<file path="src/rtl/irqc_pkg.sv">
package irqc_pkg;
  localparam int NSRC       = 4;            // INT, timer, counter-clock, peripheral
  localparam int NHW        = 3;            // sources with a stored flag
  localparam int REG_W      = 2 * NSRC;     // flags over enables
  localparam int VEC_W      = 8;
  localparam int VEC_STRIDE = 8;

  typedef enum logic [1:0] {
    SRC_INT = 2'd0,
    SRC_TMR = 2'd1,
    SRC_TCK = 2'd2,
    SRC_PER = 2'd3
  } src_e;

  localparam logic [VEC_W-1:0] VEC_RESET = '0;

  // Source i vectors to (i+1)*stride; lower index wins.
  function automatic logic [VEC_W-1:0] vec_of(input int idx);
    return VEC_W'((idx + 1) * VEC_STRIDE);
  endfunction
endpackage

</file>
<file path="src/rtl/irqc_per_summary.sv">
module irqc_per_summary #(
  parameter int NPER = 8
) (
  input  logic [NPER-1:0] flags,
  input  logic [NPER-1:0] enables,
  output logic            any_pending
);
  logic [NPER-1:0] hit;

  generate
    for (genvar gi = 0; gi < NPER; gi++) begin : g_hit
      assign hit[gi] = flags[gi] & enables[gi];
    end
  endgenerate

  assign any_pending = |hit;
endmodule

</file>
<file path="src/rtl/irqc_regfile.sv">
module irqc_regfile
  import irqc_pkg::*;
(
  input  logic             clk,
  input  logic             rst_n,
  input  logic [NHW-1:0]   evt,
  input  logic [NHW-1:0]   clr,
  input  logic             wr,
  input  logic [REG_W-2:0] wdata,
  output logic [NHW-1:0]   flags,
  output logic [NSRC-1:0]  en,
  output logic [NSRC-1:0]  en_drop
);
  // Flag update order: source event, then acceptance clear, then software write.
  generate
    for (genvar gi = 0; gi < NHW; gi++) begin : g_flag
      always_ff @(posedge clk) begin
        if (!rst_n)          flags[gi] <= 1'b0;
        else if (evt[gi])    flags[gi] <= 1'b1;
        else if (clr[gi])    flags[gi] <= 1'b0;
        else if (wr)         flags[gi] <= wdata[NSRC+gi];
      end
    end
  endgenerate

  always_ff @(posedge clk) begin
    if (!rst_n)  en <= '0;
    else if (wr) en <= wdata[NSRC-1:0];
  end

  // Enables that this cycle's write takes from 1 to 0.
  assign en_drop = wr ? (en & ~wdata[NSRC-1:0]) : '0;
endmodule

</file>
<file path="src/rtl/irqc_arbiter.sv">
module irqc_arbiter
  import irqc_pkg::*;
(
  input  logic             clk,
  input  logic             rst_n,
  input  logic             glb_dis,
  input  logic [NSRC-1:0]  pend,
  input  logic             rst_req,
  input  logic             vec_ready,
  output logic             vec_valid,
  output logic [VEC_W-1:0] vec_addr,
  output logic [NHW-1:0]   clr_hw
);
  logic             rst_pend;
  logic [NSRC-1:0]  sel_q;      // all zero means the reset vector
  logic [NSRC-1:0]  pick;
  logic [VEC_W-1:0] pick_addr;
  logic             found;
  logic             offer;
  logic             accept;

  always_comb begin
    pick      = '0;
    pick_addr = VEC_RESET;
    found     = rst_pend;
    for (int i = 0; i < NSRC; i++) begin
      if (!found && pend[i]) begin
        pick[i]   = 1'b1;
        pick_addr = vec_of(i);
        found     = 1'b1;
      end
    end
  end

  assign offer  = !vec_valid && !glb_dis && (rst_pend || (|pend));
  assign accept = vec_valid && vec_ready;

  always_ff @(posedge clk) begin
    if (!rst_n) begin
      vec_valid <= 1'b0;
      vec_addr  <= '0;
      sel_q     <= '0;
    end else if (offer) begin
      vec_valid <= 1'b1;
      vec_addr  <= pick_addr;
      sel_q     <= pick;
    end else if (accept) begin
      vec_valid <= 1'b0;
    end
  end

  always_ff @(posedge clk) begin
    if (!rst_n)                      rst_pend <= 1'b0;
    else if (rst_req)                rst_pend <= 1'b1;
    else if (accept && sel_q == '0)  rst_pend <= 1'b0;
  end

  assign clr_hw = accept ? sel_q[NHW-1:0] : '0;
endmodule

</file>
<file path="src/rtl/irq_status_ctrl.sv">
module irq_status_ctrl
  import irqc_pkg::*;
#(
  parameter int              NPER     = 8,
  parameter int              ADDR_W   = 8,
  parameter logic [ADDR_W-1:0] REG_ADDR = 8'h07
) (
  input  logic              clk,
  input  logic              rst_n,
  input  logic [ADDR_W-1:0] reg_addr,
  input  logic              reg_wr,
  input  logic [REG_W-1:0]  reg_wdata,
  output logic [REG_W-1:0]  reg_rdata,
  input  logic              evt_int,
  input  logic              evt_tmr,
  input  logic              evt_tck,
  input  logic [NPER-1:0]   per_flags,
  input  logic [NPER-1:0]   per_enables,
  input  logic              glb_dis,
  output logic              vec_valid,
  input  logic              vec_ready,
  output logic [VEC_W-1:0]  vec_addr
);
  logic [NHW-1:0]  evt;
  logic [NHW-1:0]  hw_flags;
  logic [NHW-1:0]  clr_hw;
  logic [NSRC-1:0] en;
  logic [NSRC-1:0] en_drop;
  logic [NSRC-1:0] all_flags;
  logic [NSRC-1:0] pend;
  logic [NSRC-1:0] rise;
  logic            per_sum;
  logic            per_sum_q;
  logic            wr_hit;
  logic            rst_req;

  assign evt    = {evt_tck, evt_tmr, evt_int};
  assign wr_hit = reg_wr && (reg_addr == REG_ADDR);

  irqc_per_summary #(.NPER(NPER)) u_per_sum (
    .flags       (per_flags),
    .enables     (per_enables),
    .any_pending (per_sum)
  );

  irqc_regfile u_regs (
    .clk     (clk),
    .rst_n   (rst_n),
    .evt     (evt),
    .clr     (clr_hw),
    .wr      (wr_hit),
    .wdata   (reg_wdata[REG_W-2:0]),
    .flags   (hw_flags),
    .en      (en),
    .en_drop (en_drop)
  );

  // Previous summary, to spot the cycle the peripheral flag rises.
  always_ff @(posedge clk) begin
    if (!rst_n) per_sum_q <= 1'b0;
    else        per_sum_q <= per_sum;
  end

  assign all_flags = {per_sum, hw_flags};
  assign pend      = all_flags & en;
  assign rise      = {per_sum & ~per_sum_q, evt};
  assign rst_req   = !glb_dis && (|(en_drop & rise));

  irqc_arbiter u_arb (
    .clk       (clk),
    .rst_n     (rst_n),
    .glb_dis   (glb_dis),
    .pend      (pend),
    .rst_req   (rst_req),
    .vec_ready (vec_ready),
    .vec_valid (vec_valid),
    .vec_addr  (vec_addr),
    .clr_hw    (clr_hw)
  );

  assign reg_rdata = (reg_addr == REG_ADDR) ? {all_flags, en} : '0;
endmodule

</file>
<file path="config.mk">
export PLATFORM = sky130hd
export DESIGN_NAME = irq_status_ctrl
export DESIGN_NICKNAME = d
export VERILOG_FILES = /design/src/rtl/irqc_pkg.sv /design/src/rtl/irqc_per_summary.sv /design/src/rtl/irqc_regfile.sv /design/src/rtl/irqc_arbiter.sv /design/src/rtl/irq_status_ctrl.sv
export SDC_FILE = /design/constraint.sdc
export NUM_CORES = 1
export LEC_CHECK = 0
export ABC_CLOCK_PERIOD_IN_PS = 2300
export BUFFER_PORTS_ARGS = -buffer_cell sky130_fd_sc_hd__buf_4
export CAP_MARGIN = 20
export CORE_MARGIN = 2
export CORE_UTILIZATION = 44
export CTS_BUF_LIST = sky130_fd_sc_hd__clkbuf_4 sky130_fd_sc_hd__clkbuf_8
export CTS_CLUSTER_SIZE = 24
export DETAILED_ROUTE_END_ITERATION = 12
export PLACE_DENSITY = 0.82
export SETUP_SLACK_MARGIN = 0.2
export SKIP_CTS_REPAIR_TIMING = 1
export SLEW_MARGIN = 10
export SYNTH_ARGS = -nofsm -noshare
export SYNTH_HDL_FRONTEND = slang
export SYNTH_SLANG_ARGS = --single-unit
</file>
<file path="constraint.sdc">
create_clock -name clk -period 2.3 [get_ports clk]
set_input_delay 0.46 -clock clk [delete_from_list [all_inputs] [get_ports clk]]
set_output_delay 0.46 -clock clk [all_outputs]
set_load 0.1 [all_outputs]
</file>
## Yosys cells after proc, flatten, opt, wreduce, memory -nomap -nowiden

Cells that the tools add are included.

| cells by class | value |
|---|---|
| bitwise operators | 14 |
| multiplexer cells | 27 |
| eq/ne operators | 1 |
| reductions and logical operators | 26 |

Operators by type and width:

| cell | number |
|---|---|
| two-way mux 1 bit | 20 |
| AND 4 bit | 3 |
| logical AND 1 bit | 10 |
| two-way mux 5 bit | 2 |
| AND 1 bit | 9 |
| nonzero test 3 bit | 3 |
| == test 8 x 3 -> 1 bit (second input constant) | 1 |
| two-way mux 4 bit | 2 |
| two-way mux 8 bit | 1 |
| OR reduction 4 bit | 2 |
| OR reduction 8 bit | 1 |
| logical NOT 1 bit | 6 |
| two-way mux 6 bit | 1 |
| logical NOT 4 bit | 1 |
| NOT 4 bit | 1 |
| nonzero test 2 bit | 2 |
| two-way mux 3 bit | 1 |
| logical OR 1 bit | 1 |
| NOT 1 bit | 1 |

| word-level totals | value |
|---|---|
| input bits | 40 |
| register bits after elaboration | 22 |
| word-level logic and storage cells | 77 |
| output and inout bits | 17 |

## Longest topological paths before layout

Gate-level depths: netlist of the first run.

| depth | value |
|---|---|
| depth in word-level cells | 14 |
| mapped depth | 6 |
| gate-level depth less buffers | 5 |

## Cells and area by module

A second synthesis of the first run with hierarchy kept.

| second synthesis, totals | value |
|---|---|
| cell total of the unflattened synthesis | 128 |
| area, all modules | 1,059.8 um^2 |

By module, submodules not included:

| module | area each (um^2) | cells an instance | instances | sequential area each (um^2) |
|---|---|---|---|---|
| irqc_arbiter | 466.7 | 56 | 1 | 160.2 |
| irqc_regfile | 324.1 | 35 | 1 | 140.1 |
| irq_status_ctrl | 232.7 | 32 | 1 | 20.0 |
| irqc_per_summary | 36.3 | 5 | 1 | 0.0 |

## Least setup slack after synthesis of the first run

Ideal clock, no wire load.

| timing path | value |
|---|---|
| path kind | in2out |
| start point | in reg_addr[5] |
| end point | out reg_rdata[7] |
| data required time | 1.840 ns |
| path slack | -1.259 ns |
| arrival time | 3.099 ns |
| stages on the path | 2 |
| buffers on the path | 0 |
| cells stage by stage | or4_4 -> nor3_1 |

| between the ends | value |
|---|---|
| word-level cells in the longest chain between the ends | 2 |

RTL lines:

| element | line | source |
|---|---|---|
| start: declaration | irq_status_ctrl.sv:10 | `input logic [ADDR_W-1:0] reg_addr,` |
| == test 8 x 3 -> 1 bit | irq_status_ctrl.sv:81 | `assign reg_rdata = (reg_addr == REG_ADDR) ? {all_flags, en} : '0;` |
| two-way mux 8 bit | irq_status_ctrl.sv:81 |  |
| end: declaration | irq_status_ctrl.sv:13 | `output logic [REG_W-1:0] reg_rdata,` |

No other way between the ends.

## Worst setup path after layout of the first run

| timing path | value |
|---|---|
| start point | in reg_addr[6] |
| end point | out reg_rdata[0] |

The elaborated chain is that of the path after synthesis.

==> results of run 1 <==
logic make-up (layout without fill, tap and decap cells):
| family | count (synthesis) | in the layout | synth area share |
|---|---|---|---|
| DFF | 16 | 16 | 0.343 |
| other | 1 | 5 | 0.00402 |
| buffers and inverters | 11 | 59 | 0.0684 |
| and+or+nand+nor | 55 | 56 | 0.323 |
| AOI/OAI and AO/OA | 20 | 20 | 0.170 |
| muxes | 7 | 7 | 0.0912 |
state kept, by name (all words and copies together), names as in the netlist:
name             cells
u_regs.flags         3
u_arb.vec_valid      1
u_arb.sel_q          3
u_arb.vec_addr       3
u_arb.rst_pend       1
per_sum_q            1
u_regs.en            4
power breakdown:
group	total, mW	internal, mW	leakage, nW	switching, mW
clock network	0.193	0.0965	0.0210	0.0964
logic	0.126	0.0595	0.510	0.0664
registers	0.288	0.282	0.130	0.00559
total	0.607	0.438	0.661	0.168
stage by stage:
| step | cell area (um^2) | setup WS, ps |
|---|---|---|
| detailed placement | 1340 | 32.2 |
| floorplan | 987 | 61.2 |
| CTS | 1380 | 38.8 |
| finish | 1500 | 139 |
| global placement | 1340 | 41.0 |
| global route | 1500 | 111 |
worst min-delay path: cells and delay by family:
kind                   cells  cell delay, ps
and+or+nand+nor            1              50
buffers and inverters      1             110
AOI/OAI and AO/OA          1              60
cells in the mapped netlist, drive strengths merged (3+ instances only):
cell    count  share of area
o21ai       3          0.016
mux2i       4          0.043
o221a       3          0.036
nand2      19          0.084
buf         6          0.048
nand3       8          0.043
mux2        3          0.048
nor2        5          0.028
dfxtp      16           0.34
a21boi      4          0.032
and2        8          0.054
nand2b      3          0.020
clkbuf      4          0.016
cell usage in the layout, fill, tap and decap left out, types with 2 or more instances in the layout:
master and instances:
nand2b_1 3, buf_6 2, and2_4 7, nor2_4 2, buf_4 45, nor2b_1 2
clkbuf_4 3, a21boi_0 4, buf_12 7, nor2_1 4, o21ai_0 2, mux2i_1 4
a22oi_1 2, o221a_1 3, nand3b_1 2, nand2_1 18, mux2_4 3, nand4b_1 2
nand3_1 8, dfxtp_1 16, conb_1 5
area by class of cell:
| type | instances | area, um^2 |
|---|---|---|
| multi-input combinational | 88 | 606 |
| timing repair buffer | 54 | 500 |
| fill | 142 | 482 |
| sequential | 16 | 320 |
| clock buffer | 4 | 36.3 |
| tap | 27 | 33.8 |
| inverter | 1 | 3.75 |
layer usage:
layer	GRT usage	vias up
li1	-	490
met1	0.241	456
met2	0.373	66
met3	0.0273	8
met4	0.125	0
met5	0	-
worst max-delay path by stage:
stage	to	cells after the start	start
floorplan	reg_rdata[7]	2	reg_addr[5]
global placement	reg_rdata[0]	5	reg_addr[5]
detailed placement	u_regs.flags[2]$_SDFFE_PN0P_	7	reg_addr[5]
CTS	reg_rdata[0]	5	reg_addr[5]
global route	reg_rdata[0]	5	reg_addr[6]
finish	reg_rdata[0]	5	reg_addr[6]
==> metrics.txt, run 1 <==
outcome=finished, final reports clean; Min-Delay Startpoint=reg_wdata[2]; Worst Setup Start Kind=input pin; WS Path Type=in -> out; max frequency=463 MHz; IO buf count=50; Max Used Layer=met4; initial antenna violation count=0; Max transition margin=0.587; cts bufs inserted=3; Layout Utilization=0.757; R2R cell count=4; vias in the first global route=995; Clock Latency Late Sink=290 ps; Critical R2R Launch=u_arb.vec_valid$_SDFFE_PN0P_; GRT Overall Usage=0.212; Clock Pin Slew Worst Setup and Hold Paths=100 ps; Slew @ Worst Pin=615 ps; delay-heaviest family, CP=simple AND/OR/NAND/NOR gates; Vias/cell=5.37; TritonRoute pass-1 iters=4; slowest stage delay, CP=590 ps; DRC viols=0; post-route insts no fill=190; met3 wire len=211 um; full die area=2510 um^2; number of flops mapped to enable cells by yosys=0; Setup violations, final=0; wire length per cell=14.3 um; WL met1=1070 um; reg2reg end=u_arb.sel_q[1]$_SDFFE_PN0P_; Layout area overhead=60.7%; hold slack=438 ps; starting DRC count in detailed routing=9; CTS tree=yes; sequential fraction of the synthesis area=0.343; DRT antenna net count=0; endpoints failing hold=0; Avg Synthesized Cell Area=8.49 um^2; Clock Tree Buf Depth=2; hpwl dp=1960 um; minimum clock period=approximately 2200 ps; Fin Setup TNS=0 ps; die height=50.1 um; post-route clock period utilization=0.940; share of layout cells above drive strength 1=0.454; Clock Skew=roughly 0.9 ps; Core Rows=16; nature of the critical path endpoint=primary output; Hold WC Path Type=in -> reg; met2 WL post-DR=1360 um; fin nets=about 200; Synth async-reset ratio=0; #FFs+latches synth=16; Clock Sinks=16; # diodes=0; top_reg_cell synth=dfxtp_1; Initial Utilization=0.471; post-synthesis cell count=110; Worst Hold Depth=3; final RePlAce weighted congestion=0.811; die width=around 50 um; Max-Cap Viols=0; final count of pins violating max slew=0; Ys Warns=0; CP Buf/Inv Count=2; Worst R2R Setup Slack=770 ps; Total Power=0.607 mW; RSZ-0062 raised after global routing=true; Max VDD drop=0.316 mV; first-pass GRT wire length=a little over 4000 um; Netlist cell types=36; via count=1020; dpl cells=183; grt total ovfl=0; Critical Path RT=1840 ps; Crit Path Max Fanout=5; core area=1980 um^2; crit path DAT=1700 ps; PD cells=around 400 nW/um^2; root buffer cell=clkbuf_4; synthesized area=933 um^2; largest net degree at the start of global routing=21; Worst Hold End=u_regs.en[2]$_SDFFE_PN0P_; Ports=57; Leak=0.661 nW; routed wire length=2720 um; slowest CP cell=or4_4; critical-path cell list=buf_6, or4_4, nor2_4, and2_4, buf_12; CTS HTree Levels=1
Note: power is estimated with default switching activity, not from simulation.
==> run 2: changes to the inputs <==
- ABC_AREA: unset -> 1
- CORE_UTILIZATION: 44 -> 45
- PLACE_DENSITY: 0.82 -> 0.81
==> run 2 against run 1 <==
Die area increased by 6.5%. Critical path depth rose by 1. Combinational power is essentially flat. Sequential power barely moved.
==> metrics.txt, run 2 <==
outcome=finished, final reports clean; Hold WC Path Type=in -> reg; die height=51.7 um (+3.2%); Clock Tree Buf Depth=2 (unchanged); Worst Setup Start Kind=input pin; Crit Path Max Fanout=8 (+3); Placement Cell Area=1410 um^2 (+4.9%); DRC viols=0 (unchanged); Worst Hold End=u_regs.en[2]$_SDFFE_PN0P_; cts bufs inserted=3 (unchanged); RSZ-0062 raised after global routing=false; grt total ovfl=0 (unchanged); synthesized area=1020 um^2 (+9.5%); Avg Synthesized Cell Area=6.47 um^2 (-24%); Vias/cell=4.81 (-10%); Reg area=320 um^2 (unchanged); Synth async-reset ratio=0 (unchanged); most frequent cells after synthesis=nand2_1, nor2_1, inv_1, dfxtp_1, a21oi_1; WS Path Type=in -> out; post-route clock period utilization=0.824 (-0.115); met2 GRT Util=0.374 (+0.00112); nature of the critical path endpoint=primary output; Min-Delay Startpoint=reg_wdata[2]; reg2reg end=u_regs.flags[2]$_SDFFE_PN0P_; Setup violations, final=0 (unchanged); most common cell in the netlist=nand2_1; R2R cell count=7 (+3); final RePlAce weighted congestion=0.924 (+14%); sequential fraction of the synthesis area=0.313 (-0.0298); CTS tree=yes; Max-Cap Viols=0 (unchanged); Layout Utilization=0.660 (-0.0972); routed wire length=2510 um (-7.9%); Clock Pin Slew Worst Setup and Hold Paths=80 ps (-20 ps); most common cell after layout, fill and taps aside=buf_4; top_reg_cell synth=dfxtp_1; number of flops mapped to enable cells by yosys=0 (unchanged); Fin Setup TNS=0 ps (unchanged); Clock Latency Late Sink=280 ps (about the same); #FFs+latches synth=16 (unchanged); Leak=0.700 nW (+5.9%); Ys Warns=0 (unchanged); full die area=2670 um^2 (+6.5%); Fillers=205 (+44%); commonest cells after routing, fill and taps aside=buf_4, nand2_1, inv_1; Critical R2R Launch=u_arb.vec_valid$_SDFFE_PN0P_; endpoints failing hold=0 (unchanged); dominant cell type by area after synthesis=dfxtp_1; core area=2170 um^2 (+9.5%); Max VDD drop=0.322 mV (+2.1%); Multi-input gate area=582 um^2 (-3.9%); post-synthesis cell count=158 (+44%); routing usage on met3=0.0517 (+0.0245); TritonRoute pass-1 iters=4 (unchanged); Core Rows=17 (+1); IO buf count=50 (unchanged); CTS HTree Levels=1 (unchanged); Ports=57 (unchanged); root buffer cell=clkbuf_4; starting DRC count in detailed routing=31 (+22); final count of pins violating max slew=0 (unchanged); Largest Register=u_regs.en; Worst R2R Setup Slack=1130 ps (+360 ps); worst slack, placed=250 ps (+218 ps); Clock Sinks=16 (unchanged); crit path DAT=1440 ps (-260 ps); fin nets=249 (+22%); wire length per cell=10.7 um (-26%); hpwl dp=1990 um (+1.3%); vias in the first global route=1016 (+2.1%); most crowded layer after global routing=met2; max frequency=527 MHz (+14%); Clock Skew=1.11 ps (+0.213 ps); PD cells=390 nW/um^2 (-3.4%); Worst Setup SP=reg_addr[7]; via count=1131 (+11%); initial antenna violation count=0 (unchanged); DRT antenna net count=0 (unchanged); Total Power=0.559 mW (-7.9%); Area contributors post-synth=dfxtp_1, nand2_1, nor2_1; Initial Utilization=0.471 (about the same); share of layout cells above drive strength 1=0.367 (-0.0868); largest net degree at the start of global routing=16 (-24%); die width=51.7 um (+3.2%); Critical Path RT=1840 ps (about the same); PnR worst setup slack=404 ps (+265 ps); top-area cell type share of the netlist area=0.313 (-0.0298); minimum clock period=1900 ps (-265 ps); Layout Cell Area excl Fill=1430 um^2 (-4.6%); Largest register FFs=4 (unchanged); Worst Hold Depth=3 (unchanged); first-pass GRT wire length=4200 um (+4.3%); GRT Overall Usage=0.205 (-0.00705); met1 Resource Use GR=0.247 (+0.00622); Netlist cell types=28 (-22%); # diodes=0 (unchanged); Layout area overhead=40.0%
==> run 2: cells by family (layout without fill, tap and decap cells) <==
| group | Yosys count | after routing | share of synthesized area |
|---|---|---|---|
| buffers and inverters | 33 | 78 | 0.154 |
| AND/OR/NAND/NOR | 87 | 87 | 0.406 |
| other | 1 | 5 | 0.00367 |
| flip-flops | 16 | 16 | 0.313 |
| AO/OA/AOI/OAI | 21 | 21 | 0.122 |
==> run 2: metrics by stage <==
step / cells / hold WS [ps]
floorplan: 162 / 445
global placement: 232 / 466
detailed placement: 232 / 475
CTS: 235 / 444
global route: 235 / 441
finish: 235 / 447
==> run 2: how the worst max path moves through the flow <==
stage / slack (ps) / endpoint / cells after the start
2_1_floorplan: 60 / reg_rdata[7] / 4
3_3_place_gp: 290 / reg_rdata[7] / 6
3_5_place_dp: 250 / reg_rdata[3] / 6
4_1_cts: 250 / reg_rdata[3] / 6
5_1_grt: 290 / reg_rdata[3] / 6
6_report: 400 / reg_rdata[3] / 6
==> run 2: cell type report <==
class	count	area share
Clock buffer	3	0.0157
Inverter	25	0.0673
Multi-Input combinational cell	113	0.406
Sequential cell	16	0.224
Tap cell	28	0.0245
Timing Repair Buffer	50	0.262
==> run 2: where the power goes <==
part	internal, mW	leakage, nW	switching (mW)
clock network	0.0608	0.0138	0.0826
registers	0.282	0.130	0.00411
logic	0.0551	0.556	0.0741
total	0.398	0.700	0.161
==> run 2: per-layer routing <==
metal | wire [um] | share of wire | vias to the layer above
li1 | - | - | 583
met1 | 1030 | 0.41 | 495
met2 | 1280 | 0.51 | 53
met3 | 200 | 0.080 | 0
met4 | 0 | 0 | 0
met5 | 0 | 0 | -
==> run 2: worst max-delay path: stages <==
cell     delay, ps
buf_4          110
nor2_1         100
and2_4         160
nand2_2        160
nor2_2         140
buf_4          300
==> run 3: changes to the inputs <==
- ABC_CLOCK_PERIOD_IN_PS: 2300 -> 1940
- clock period: 2.3 -> 1.94 ns (I/O delays scaled with it)
==> run 3 against run 2 <==
Core utilization grew 8.7 points. Worst setup slack lost 150 ps. Die area is the same. Global-route usage grew 1.8 points. Sequential power grew 19%. Register-to-register slack lost 340 ps. Wire length grew 13%. Flip-flop and latch count is the same. Non-clock buffer count grew 2. Clock power grew 61%.
==> metrics.txt, run 3 (same netlist as run 2, synthesis figures left out) <==
Clock Power Share=0.313 (+0.056); minimum clock period=1680 ps; # diodes=0 (unchanged); Crit Path Max Fanout=8 (unchanged); Clock Latency Late Sink=300 ps (+20 ps); PD cells=454 nW/um^2 (+16%); Layout area overhead=58.4%; Critical Path RT=1550 ps (-290 ps); via count=1182 (+4.5%); sequential share of power=0.462 (-0.050); initial antenna violation count=0 (unchanged); worst slack, placed=152 ps (-98.3 ps); crit path DAT=1290 ps (-150 ps); full die area=2670 um^2 (unchanged); vias in the first global route=1131 (+11%); fin nets=251 (+0.80%); final count of pins violating max slew=0 (unchanged); slowest stage delay, CP=200 ps (-100 ps); Largest Register=u_regs.en; Worst Hold End=u_regs.en[2]$_SDFFE_PN0P_; root buffer cell=clkbuf_4; DRT antenna net count=0 (unchanged); reg2reg end=u_arb.vec_valid$_SDFFE_PN0P_; Clock Skew=9.58 ps (+8.47 ps); Worst R2R Setup Slack=790 ps (-340 ps); most common cell after layout, fill and taps aside=buf_4; R2R cell count=6 (-1); Hold WC Path Type=in -> reg; Ports=57 (unchanged); grt total ovfl=0 (unchanged); commonest cells after routing, fill and taps aside=buf_4, nand2_1, inv_1; post-route clock period utilization=0.867; Clock Pin Slew Worst Setup and Hold Paths=100 ps (+20 ps); Vias/cell=4.97 (+3.2%); Worst Setup Start Kind=input pin; slowest CP cell=and2_4; Layout Cell Area excl Fill=1620 um^2 (+13%); hold slack=363 ps (-84.1 ps); share of layout cells above drive strength 1=0.386 (+0.0186); GRT Overall Usage=0.222 (+0.0175); Reg area=320 um^2 (unchanged); core area=2170 um^2 (unchanged); cts bufs inserted=3 (unchanged); TritonRoute pass-1 iters=4 (unchanged); largest net degree at the start of global routing=16 (unchanged); Core Rows=17 (unchanged); Leak=0.747 nW (+6.7%); Fin Setup TNS=0 ps (unchanged); CTS tree=yes; critical-path cell list=buf_4, nor2_1, and2_4, nand2_8, nor2_4, buf_12; Multi-input gate area=643 um^2 (+11%); Critical R2R Launch=u_regs.flags[0]$_SDFFE_PN0P_; Int Power=0.518 mW (+30%); Max VDD drop=0.408 mV (+27%); post-route insts no fill=238 (+1.3%); IO buf count=50 (unchanged); WS Path Type=in -> out; Min-Delay Startpoint=reg_wdata[2]; Fillers=169 (-18%); PnR worst setup slack=257 ps (-146 ps); Sw Ratio=0.294 (+0.00625); DRC viols=0 (unchanged); RSZ-0062 raised after global routing=false; Placement Cell Area=1450 um^2 (+3.4%); Layout Utilization=0.746 (+0.0865); die width=51.7 um (unchanged); Clock Tree Buf Depth=2 (unchanged); Initial Utilization=0.471 (unchanged); first-pass GRT wire length=4430 um (+5.6%); Total Power=0.734 mW (+31%); routed wire length=2840 um (+13%); hpwl dp=2220 um (+11%); Max-Cap Viols=0 (unchanged); die height=51.7 um (unchanged); CTS HTree Levels=1 (unchanged); dpl cells=232 (unchanged); Worst Hold Depth=3 (unchanged); Largest register FFs=4 (unchanged); Combinational Power Share=0.226 (-0.005); starting DRC count in detailed routing=37 (+19%); nature of the critical path endpoint=primary output; max frequency=594 MHz; Clock Sinks=16 (unchanged); switching power=0.216 mW (+34%); endpoints failing hold=0 (unchanged); final RePlAce weighted congestion=0.818 (-11%); wire length per cell=11.9 um (+12%); outcome=finished, final reports clean; Setup violations, final=0 (unchanged)
==> run 3: changes by cell type in the layout (fill, tap and decap cells not counted), sizes merged <==
cell,previous run,this run
buf,50,52
clkbuf,3,4
==> run 3: worst max-delay path: cells and delay by family <==
family / cells / cell delay (ps)
simple gates: 4 / 610
buf+inv: 2 / 290
==> run 3: how the worst max path moves through the flow <==
stage | start | to | slack (ps) | depth (start not counted)
final | reg_addr[5] | reg_rdata[3] | 260 | 6
after global routing | reg_addr[2] | reg_rdata[3] | 190 | 6
after CTS | reg_addr[5] | reg_rdata[0] | 150 | 6
after detailed placement | reg_addr[5] | reg_rdata[0] | 150 | 6
after global placement | reg_addr[2] | reg_rdata[0] | 200 | 6
after floorplan | reg_addr[2] | reg_rdata[0] | 210 | 4
==> run 3: final cells by class <==
class,instances,share of cell area
inverter,25,0.0595
sequential,16,0.198
tap,28,0.0216
clock buffer,4,0.0224
multi-input combinational,113,0.397
timing repair buffer,52,0.301
==> run 3: power by group through the flow <==
stage | sequential [mW] | combinational [mW] | clock (mW)
floorplan | 0.346 | 0.0952 | 0
global placement | 0.346 | 0.153 | 0
detailed placement | 0.347 | 0.159 | 0
CTS | 0.339 | 0.160 | 0.228
global route | 0.340 | 0.178 | 0.242
finish | 0.339 | 0.166 | 0.230
==> run 3: per-layer routing <==
| layer | wire (um) | global-route usage | vias to the layer above |
|---|---|---|---|
| met5 | 0 | 0 | - |
| li1 | - | - | 588 |
| met2 | 1600 | 0.429 | 39 |
| met4 | 61 | 0.118 | 0 |
| met3 | 118 | 0.0316 | 7 |
| met1 | 1060 | 0.227 | 548 |
